<file path="src/rtl/fc_pkg.sv">
package fc_pkg;
   localparam int TBL_W = 8;

   // withdraw threshold of the 32-entry table
   function automatic logic [TBL_W-1:0] tbl_neg(input logic [1:0] code);
      logic [TBL_W-1:0] v;
      if (code == 2'd3) v = TBL_W'(28);
      else              v = TBL_W'((int'(code) + 1) * 8);
      return v;
   endfunction

   // re-assert threshold of the 32-entry table
   function automatic logic [TBL_W-1:0] tbl_asr(input logic [1:0] code);
      logic [TBL_W-1:0] v;
      if (code == 2'd0) v = '0;
      else              v = TBL_W'(int'(code) * 8 - 1);
      return v;
   endfunction
endpackage

</file>
<file path="src/rtl/fc_sync.sv">
module fc_sync #(
   parameter int STAGES = 2
) (
   input  logic clk,
   input  logic rst_n,
   input  logic d_in,
   output logic q_out
);
   logic [STAGES-1:0] chain;

   genvar g;
   generate
      for (g = 0; g < STAGES; g++) begin : g_stage
         always_ff @(posedge clk or negedge rst_n) begin
            if (!rst_n) chain[g] <= 1'b0;
            else if (g == 0) chain[g] <= d_in;
            else chain[g] <= chain[(g == 0) ? 0 : g-1];
         end
      end
   endgenerate

   assign q_out = chain[STAGES-1];
endmodule

</file>
<file path="src/rtl/fc_rts_hyst.sv">
module fc_rts_hyst #(
   parameter int CNT_W = 8
) (
   input  logic             clk,
   input  logic             rst_n,
   input  logic [CNT_W-1:0] lvl,
   input  logic [CNT_W-1:0] neg_thr,
   input  logic [CNT_W-1:0] asr_thr,
   output logic             rts_on
);
   always_ff @(posedge clk or negedge rst_n) begin
      if (!rst_n)                rts_on <= 1'b1;
      else if (lvl >= neg_thr)   rts_on <= 1'b0;
      else if (lvl <= asr_thr)   rts_on <= 1'b1;
   end
endmodule

</file>
<file path="src/rtl/fc_cts_ctrl.sv">
module fc_cts_ctrl (
   input  logic clk,
   input  logic rst_n,
   input  logic cts_s,
   input  logic auto_cts_en,
   input  logic irq_en,
   input  logic status_rd,
   input  logic tx_idle,
   output logic cts_rise,
   output logic cts_flag,
   output logic tx_hold
);
   logic cts_d;

   always_ff @(posedge clk or negedge rst_n) begin
      if (!rst_n) cts_d <= 1'b0;
      else        cts_d <= cts_s;
   end

   assign cts_rise = cts_s & ~cts_d;

   always_ff @(posedge clk or negedge rst_n) begin
      if (!rst_n)                 cts_flag <= 1'b0;
      else if (cts_rise && irq_en) cts_flag <= 1'b1;
      else if (status_rd)         cts_flag <= 1'b0;
   end

   always_ff @(posedge clk or negedge rst_n) begin
      if (!rst_n)                     tx_hold <= 1'b0;
      else if (!auto_cts_en || !cts_s) tx_hold <= 1'b0;
      else if (tx_idle)               tx_hold <= 1'b1;
   end
endmodule

</file>
<file path="src/rtl/rtsc_flow_ctrl.sv">
module rtsc_flow_ctrl #(
   parameter int CNT_W       = 8,
   parameter int WIDE_DEPTH  = 128,
   parameter int SYNC_STAGES = 2
) (
   input  logic             clk,
   input  logic             rst_n,
   input  logic [CNT_W-1:0] rx_level,
   input  logic             wide_mode,
   input  logic [1:0]       rx_trig_code,
   input  logic [CNT_W-1:0] wm_neg_lvl,
   input  logic [CNT_W-1:0] wm_asr_lvl,
   input  logic             auto_rts_en,
   input  logic             sw_rts,
   input  logic             auto_cts_en,
   input  logic             cts_irq_en,
   input  logic             cts_pin,
   input  logic             tx_idle,
   input  logic             status_rd,
   output logic             rts_out,
   output logic             tx_hold,
   output logic             cts_flag
);
   localparam int MIN_W = $clog2(WIDE_DEPTH + 1);

   generate
      if (CNT_W < MIN_W) begin : g_bad_w
         $error("CNT_W too narrow for WIDE_DEPTH");
      end
      if (SYNC_STAGES < 2) begin : g_bad_sync
         $error("SYNC_STAGES must be at least 2");
      end
      if (CNT_W < fc_pkg::TBL_W) begin : g_bad_tbl
         $error("CNT_W must hold the table thresholds");
      end
   endgenerate

   logic [CNT_W-1:0] neg_thr, asr_thr;
   logic             rts_on, cts_s, cts_rise;

   always_comb begin
      if (wide_mode) begin
         neg_thr = wm_neg_lvl;
         asr_thr = wm_asr_lvl;
      end else begin
         neg_thr = CNT_W'(fc_pkg::tbl_neg(rx_trig_code));
         asr_thr = CNT_W'(fc_pkg::tbl_asr(rx_trig_code));
      end
   end

   fc_rts_hyst #(.CNT_W(CNT_W)) u_hyst (
      .clk(clk), .rst_n(rst_n), .lvl(rx_level),
      .neg_thr(neg_thr), .asr_thr(asr_thr), .rts_on(rts_on)
   );

   assign rts_out = auto_rts_en ? rts_on : sw_rts;

   fc_sync #(.STAGES(SYNC_STAGES)) u_sync (
      .clk(clk), .rst_n(rst_n), .d_in(cts_pin), .q_out(cts_s)
   );

   fc_cts_ctrl u_cts (
      .clk(clk), .rst_n(rst_n), .cts_s(cts_s), .auto_cts_en(auto_cts_en),
      .irq_en(cts_irq_en), .status_rd(status_rd), .tx_idle(tx_idle),
      .cts_rise(cts_rise), .cts_flag(cts_flag), .tx_hold(tx_hold)
   );
endmodule

</file>
<file path="config.mk">
export PLATFORM = sky130hd
export DESIGN_NAME = rtsc_flow_ctrl
export DESIGN_NICKNAME = d
export VERILOG_FILES = /design/src/rtl/fc_pkg.sv /design/src/rtl/fc_sync.sv /design/src/rtl/fc_rts_hyst.sv /design/src/rtl/fc_cts_ctrl.sv /design/src/rtl/rtsc_flow_ctrl.sv
export SDC_FILE = /design/constraint.sdc
export NUM_CORES = 1
export LEC_CHECK = 0
export ABC_AREA = 1
export BUFFER_PORTS_ARGS = -buffer_cell sky130_fd_sc_hd__buf_2
export CORE_MARGIN = 3
export CORE_UTILIZATION = 46
export DETAILED_ROUTE_END_ITERATION = 12
export GPL_TIMING_DRIVEN = 0
export HOLD_SLACK_MARGIN = 0.1
export PLACE_DENSITY_LB_ADDON = 0.05
export SLEW_MARGIN = 20
export SYNTH_ARGS = -nofsm -noshare
export SYNTH_HDL_FRONTEND = slang
export SYNTH_SLANG_ARGS = --single-unit
</file>
<file path="constraint.sdc">
create_clock -name clk -period 1.1 [get_ports clk]
set_input_delay 0.055 -clock clk [delete_from_list [all_inputs] [get_ports clk]]
set_output_delay 0.055 -clock clk [all_outputs]
set_load 0.05 [all_outputs]
</file>
==> results.yml, run 1 <==
global_route:
  grt_pass1_vias: 727
  grt_max_degree: 11
  grt_overflow_total: 0
  antenna_found_initial: 0
  grt_pass1_wl_um: 2750
  grtUsageTotal: 0.185
cts:
  cts.sinks: 6
  clkTransAtPathRegs_ns: 0.05
  htree_levels: 1
  cts_buffers: 3
  cts_buffer_depth: 2
  cts_tree: "yes"
  clk_latency_ns: 0.25
  cts-root-buf: "clkbuf_4"
place:
  post-place-ws_ns: -0.293
  port_buffers: 38
  place_congestion: 0.679
  post-dp-hpwl_um: 1440
timing:
  rsz0062_at_grt: "yes"
  timing.fmax_ghz: 0.901
  finalMaxSlewViolations: 0
  hold_viol_final: 0
  setup_viol: 1
  fin_skew_ns: 0.00990
  tightest_slew_ns: 0.247
  layout_min_cycle_time_ns: 1.11
  setup-tns-final_ns: -0.00951
  post-route-period-util: 1.01
  finalWorstSetupSlack_ns: -0.00951
  slew_headroom: 0.836
worst_setup_path:
  worst-path-buf-inv: 1
  cp-end-kind: "output port"
  crit_slowest_cell: "dfstp_2"
  cp-start-kind: "flop"
  critical_path.top_delay_family: "flip-flops"
  required_ns: 1.04
  crit_arrival_ns: 1.05
  cp_max_fo: 2
  crit_type: "reg -> out"
  path_cells: "mux2_4, buf_8"
  max_stage_delay_ns: 0.53
power:
  total_power_mw: 0.846
  ir_drop_mv: 0.357
  p_leak_nw: 0.614
  powerDensity_nw_per_um2: 814
finish:
  drive_above_1_share: 0.349
  antenna_cells: 0
  final_common_cell: "buf_2"
  nNetsFinal: 202
  area_growth_pct: 48.9
  final_cell_mix: "buf_2, nand2_1, ha_1, inv_1, nor2_1"
die:
  io_pins: 39
  die_area_um2: 2020
  rows: 13
  core_area_um2: 1370
  die_x_um: 45.0
  initial_core_util: 0.511
  die_y_um: 45.0
synth:
  synth.top_cell.area_share: 0.287
  synth_seq_cells: 6
  yosysWarnings: 0
  synth.area.top_cells: "ha_1, dfrtp_1, nand2_1, inv_1, nor2_1"
  syn_inst: 100
  synthesis.area_um2: 698
  syn_nets: 152
  synth.distinct_cells: 18
  yosysSeqAreaShare: 0.217
  synth_area_per_cell_um2: 6.98
  yosys.area.top_type: "ha_1"
detailed_routing:
  drtPass1Iterations: 2
  wl_um: 1720
  drc: 0
  viasPerCell: 4.81
  postRouteAntennaNets: 0
  wl_per_cell_um: 10.5
  first_iter_violations: 6
  vias: 789
min_path:
  hold_path.class: "in -> async"
status:
  violations: "negative setup slack"
  status: "finished, violations left"
job:
  maxCapViolations: 0
==> final timing paths <==
kind,to,cells after the start,slack (ns),startpoint
max,rts_out,2,-0.01,u_hyst.rts_on
min,u_cts.tx_hold,2,0.16,rst_n
max reg2reg,u_hyst.rts_on,3,0.25,u_hyst.rts_on
min reg2reg,u_sync.q_out,0,0.35,u_sync.chain[0]
max in group asynchronous,u_hyst.rts_on,2,0.71,rst_n
min in group clk,u_hyst.rts_on,6,0.30,rx_level[7]
==> cell usage after synthesis <==
| library cell | n |
|---|---|
| a21oi_1 | 7 |
| dfstp_2 | 1 |
| a21o_1 | 1 |
| o21a_1 | 1 |
| o21ai_0 | 6 |
| nand2_1 | 30 |
| buf_2 | 1 |
| ha_1 | 16 |
| mux2_2 | 1 |
| o211a_1 | 1 |
| o22ai_1 | 1 |
| nor2_2 | 1 |
| a21oi_2 | 1 |
| dfrtp_1 | 5 |
| nor3_1 | 1 |
| nand3b_1 | 1 |
| nor2_1 | 10 |
| inv_1 | 15 |
==> what timing repair did <==
item	CTS	global route
hold buffers	6	0
hold endpoints to repair	9	0
setup endpoints to repair	2	2
setup buffers	1	0
pin swaps	1	9
resized for setup	6	8
==> state kept, by name, indices dropped and copies added, names as in the netlist <==
name,flops
u_cts.tx_hold,1
u_cts.cts_d,1
u_cts.cts_flag,1
u_hyst.rts_on,1
u_sync.q_out,1
u_sync.chain,1
==> cells by family (layout without fill, tap and decap cells) <==
group	after synthesis	in the layout	synth area share
buffers and inverters	16	65	0.0878
flip-flops	6	6	0.217
AND/OR/NAND/NOR	43	43	0.242
multiplexers	1	1	0.0161
adder cells (fa/ha/maj)	16	16	0.287
AO/OA/AOI/OAI	18	18	0.151
==> stage by stage <==
step           utilization  area, um2  hold slack, ns  cells
5_1_grt              0.761       1040           0.160    164
4_1_cts              0.745       1020           0.155    164
6_report             0.761       1040           0.160    164
2_1_floorplan            -        698          -0.241    100
3_3_place_gp         0.664        907          -0.120    153
3_5_place_dp         0.664        907          -0.116    153
==> area by class of cell <==
cell class              count  area, um2
multi-input cells          78        502
fillers                   107        327
repair buffers             45        280
flip-flops and latches      6        151
inverters                  15       56.3
clock buffers               4       26.3
well taps                  15       18.8
plain buffers               1       5.00
==> worst reg2reg max path: stages (launching register included) <==
cell     delay [ns]
dfstp_2        0.53
buf_4          0.10
a21oi_1        0.04
a21oi_2        0.11
==> routing by layer <==
metal | up-vias | global-route usage | routed length (um)
met3 | 2 | 0.0239 | 112
met4 | 0 | 0.0877 | 17
li1 | 423 | - | -
met2 | 29 | 0.322 | 846
met1 | 335 | 0.222 | 743
met5 | - | 0 | 0
==> power by group <==
group	switching [mW]	leakage (nW)	internal [mW]	total [mW]
clock network	0.0813	0.0150	0.137	0.219
logic	0.194	0.527	0.182	0.376
registers	0.00904	0.0718	0.242	0.251
total	0.285	0.614	0.561	0.846
Note: power is estimated with default switching activity, not from simulation.
==> run 2: changes to the inputs <==
--- a/constraint.sdc
+++ b/constraint.sdc
@@ -3,2 +3,2 @@
 set_output_delay 0.055 -clock clk [all_outputs]
-set_load 0.05 [all_outputs]
+set_load 0.005 [all_outputs]
==> results.yml, run 2 (same netlist as run 1, synthesis figures left out) <==
power:
  powerDensity_nw_per_um2: 774
  p_int_mw: 0.550
  combPwrFrac: 0.412
  ir_drop_mv: 0.338
  p_leak_nw: 0.608
  clockPowerShare: 0.272
  total_power_mw: 0.796
  netSwitchingFraction: 0.309
  p_sw_mw: 0.246
  pwr-share-seq: 0.316
die:
  io_pins: 39
  initial_core_util: 0.511
  die_area_um2: 2020
  die_y_um: 45.0
  core_area_um2: 1370
  rows: 13
  die_x_um: 45.0
worst_setup_path:
  crit_arrival_ns: 1.27
  cp-end-kind: "flop"
  cp-start-kind: "primary input"
  cp_max_fo: 3
  required_ns: 1.27
  crit_type: "in -> reg"
finish:
  final_cell_mix: "buf_2, nand2_1, ha_1, inv_1, nor2_1"
  antenna_cells: 0
  fin_cells: 163
  drive_above_1_share: 0.345
  fin_util: 0.753
  final_common_cell: "buf_2"
  fin_area_um2: 1030
  nNetsFinal: 201
  area_growth_pct: 47.3
global_route:
  grt_pass1_wl_um: 2700
  grt_pass1_vias: 713
  antenna_found_initial: 0
  grt_overflow_total: 0
  grtUsageTotal: 0.183
  grt_max_degree: 11
detailed_routing:
  wl_per_cell_um: 10.4
  postRouteAntennaNets: 0
  wl_um: 1690
  first_iter_violations: 11
  wl_met1_um: 696
  drtPass1Iterations: 3
  vias: 787
  viasPerCell: 4.83
  top_layer: "met4"
  wl_met2_um: 858
  wl_met3_um: 116
  drc: 0
cts:
  cts_tree: "yes"
  cts_buffer_depth: 2
  cts-root-buf: "clkbuf_4"
  cts_setup_buffers: 0
  clk_latency_ns: 0.24
  htree_levels: 1
  clkTransAtPathRegs_ns: 0.05
  cts_buffers: 3
  cts.sinks: 6
place:
  placed_area_um2: 907
  place_congestion: 0.679
  dp.cells: 153
  post-dp-hpwl_um: 1440
  port_buffers: 38
timing:
  tightest_slew_ns: 0.176
  timing.fmax_ghz: 0.912
  finalMaxSlewViolations: 0
  fin_skew_ns: 0.00787
  rsz0062_at_grt: "yes"
  hold_viol_final: 0
  slew_headroom: 0.881
  post-route-period-util: 0.997
  setup_viol: 0
  layout_min_cycle_time_ns: 1.10
status:
  status: "completed"
min_path:
  hold_path.class: "in -> async"
job:
  maxCapViolations: 0
run 2: changes by cell type in the layout (fill, tap and decap cells not counted), sizes merged:
cell | before | now
buf | 40 | 39
run 2: metal layers:
| layer | GRT usage | vias to the layer above |
|---|---|---|
| met3 | 0.0279 | 2 |
| li1 | - | 421 |
| met4 | 0.0994 | 0 |
| met1 | 0.204 | 335 |
| met5 | 0 | - |
| met2 | 0.328 | 29 |
run 2: critical path: stages:
cell and delay [ns]:
buf_6 0.09, nor2_1 0.09, inv_1 0.06, nor2_2 0.13
inv_2 0.06, o21ai_2 0.06, ha_1 0.26, nand2_1 0.07
nand2_1 0.05, nand2_1 0.06, nand2_1 0.05, nand2_1 0.05
nand2_1 0.06, a21oi_2 0.12
run 2: path summary, 6_finish.rpt:
check,endpoint,cells past startpoint,slack (ns),startpoint
max,u_hyst.rts_on,14,0.003,rx_trig_code[1]
min,u_sync.q_out,2,0.17,rst_n
max reg2reg,u_hyst.rts_on,2,0.34,u_hyst.rts_on
min reg2reg,u_sync.q_out,0,0.35,u_sync.chain[0]
max in group asynchronous,u_hyst.rts_on,2,0.70,rst_n
min in group clk,u_hyst.rts_on,6,0.30,rx_level[7]
run 2: power groups by stage:
| stage | logic (mW) | registers, mW | clock network, mW |
|---|---|---|---|
| floorplan | 0.173 | 0.251 | 0 |
| global placement | 0.276 | 0.252 | 0 |
| detailed placement | 0.293 | 0.254 | 0 |
| CTS | 0.313 | 0.251 | 0.222 |
| global route | 0.380 | 0.252 | 0.245 |
| finish | 0.328 | 0.251 | 0.216 |
run 2: final cells by class:
cell class	count	area [um2]
Inverter	15	56.3
Buffer	1	5.00
Sequential cell	6	151
Multi-Input combinational cell	78	502
Tap cell	15	18.8
Fill cell	112	338
Clock buffer	4	26.3
Timing Repair Buffer	44	269
run 2: timing repair:
item / in CTS / in global routing
hold buffers: 6 / 0
hold endpoints to repair: 9 / 0
resized for setup: 2 / 10
setup endpoints to repair: 1 / 2
pin swaps: 1 / 9
run 2: through the flow:
step	setup slack, ns	TNS, ns	hold WS [ns]
floorplan	0.00331	0	-0.241
global placement	-0.239	-0.239	-0.120
detailed placement	-0.293	-0.293	-0.116
CTS	0.00112	0	0.155
global route	-0.105	-0.105	0.174
finish	0.00346	0	0.171
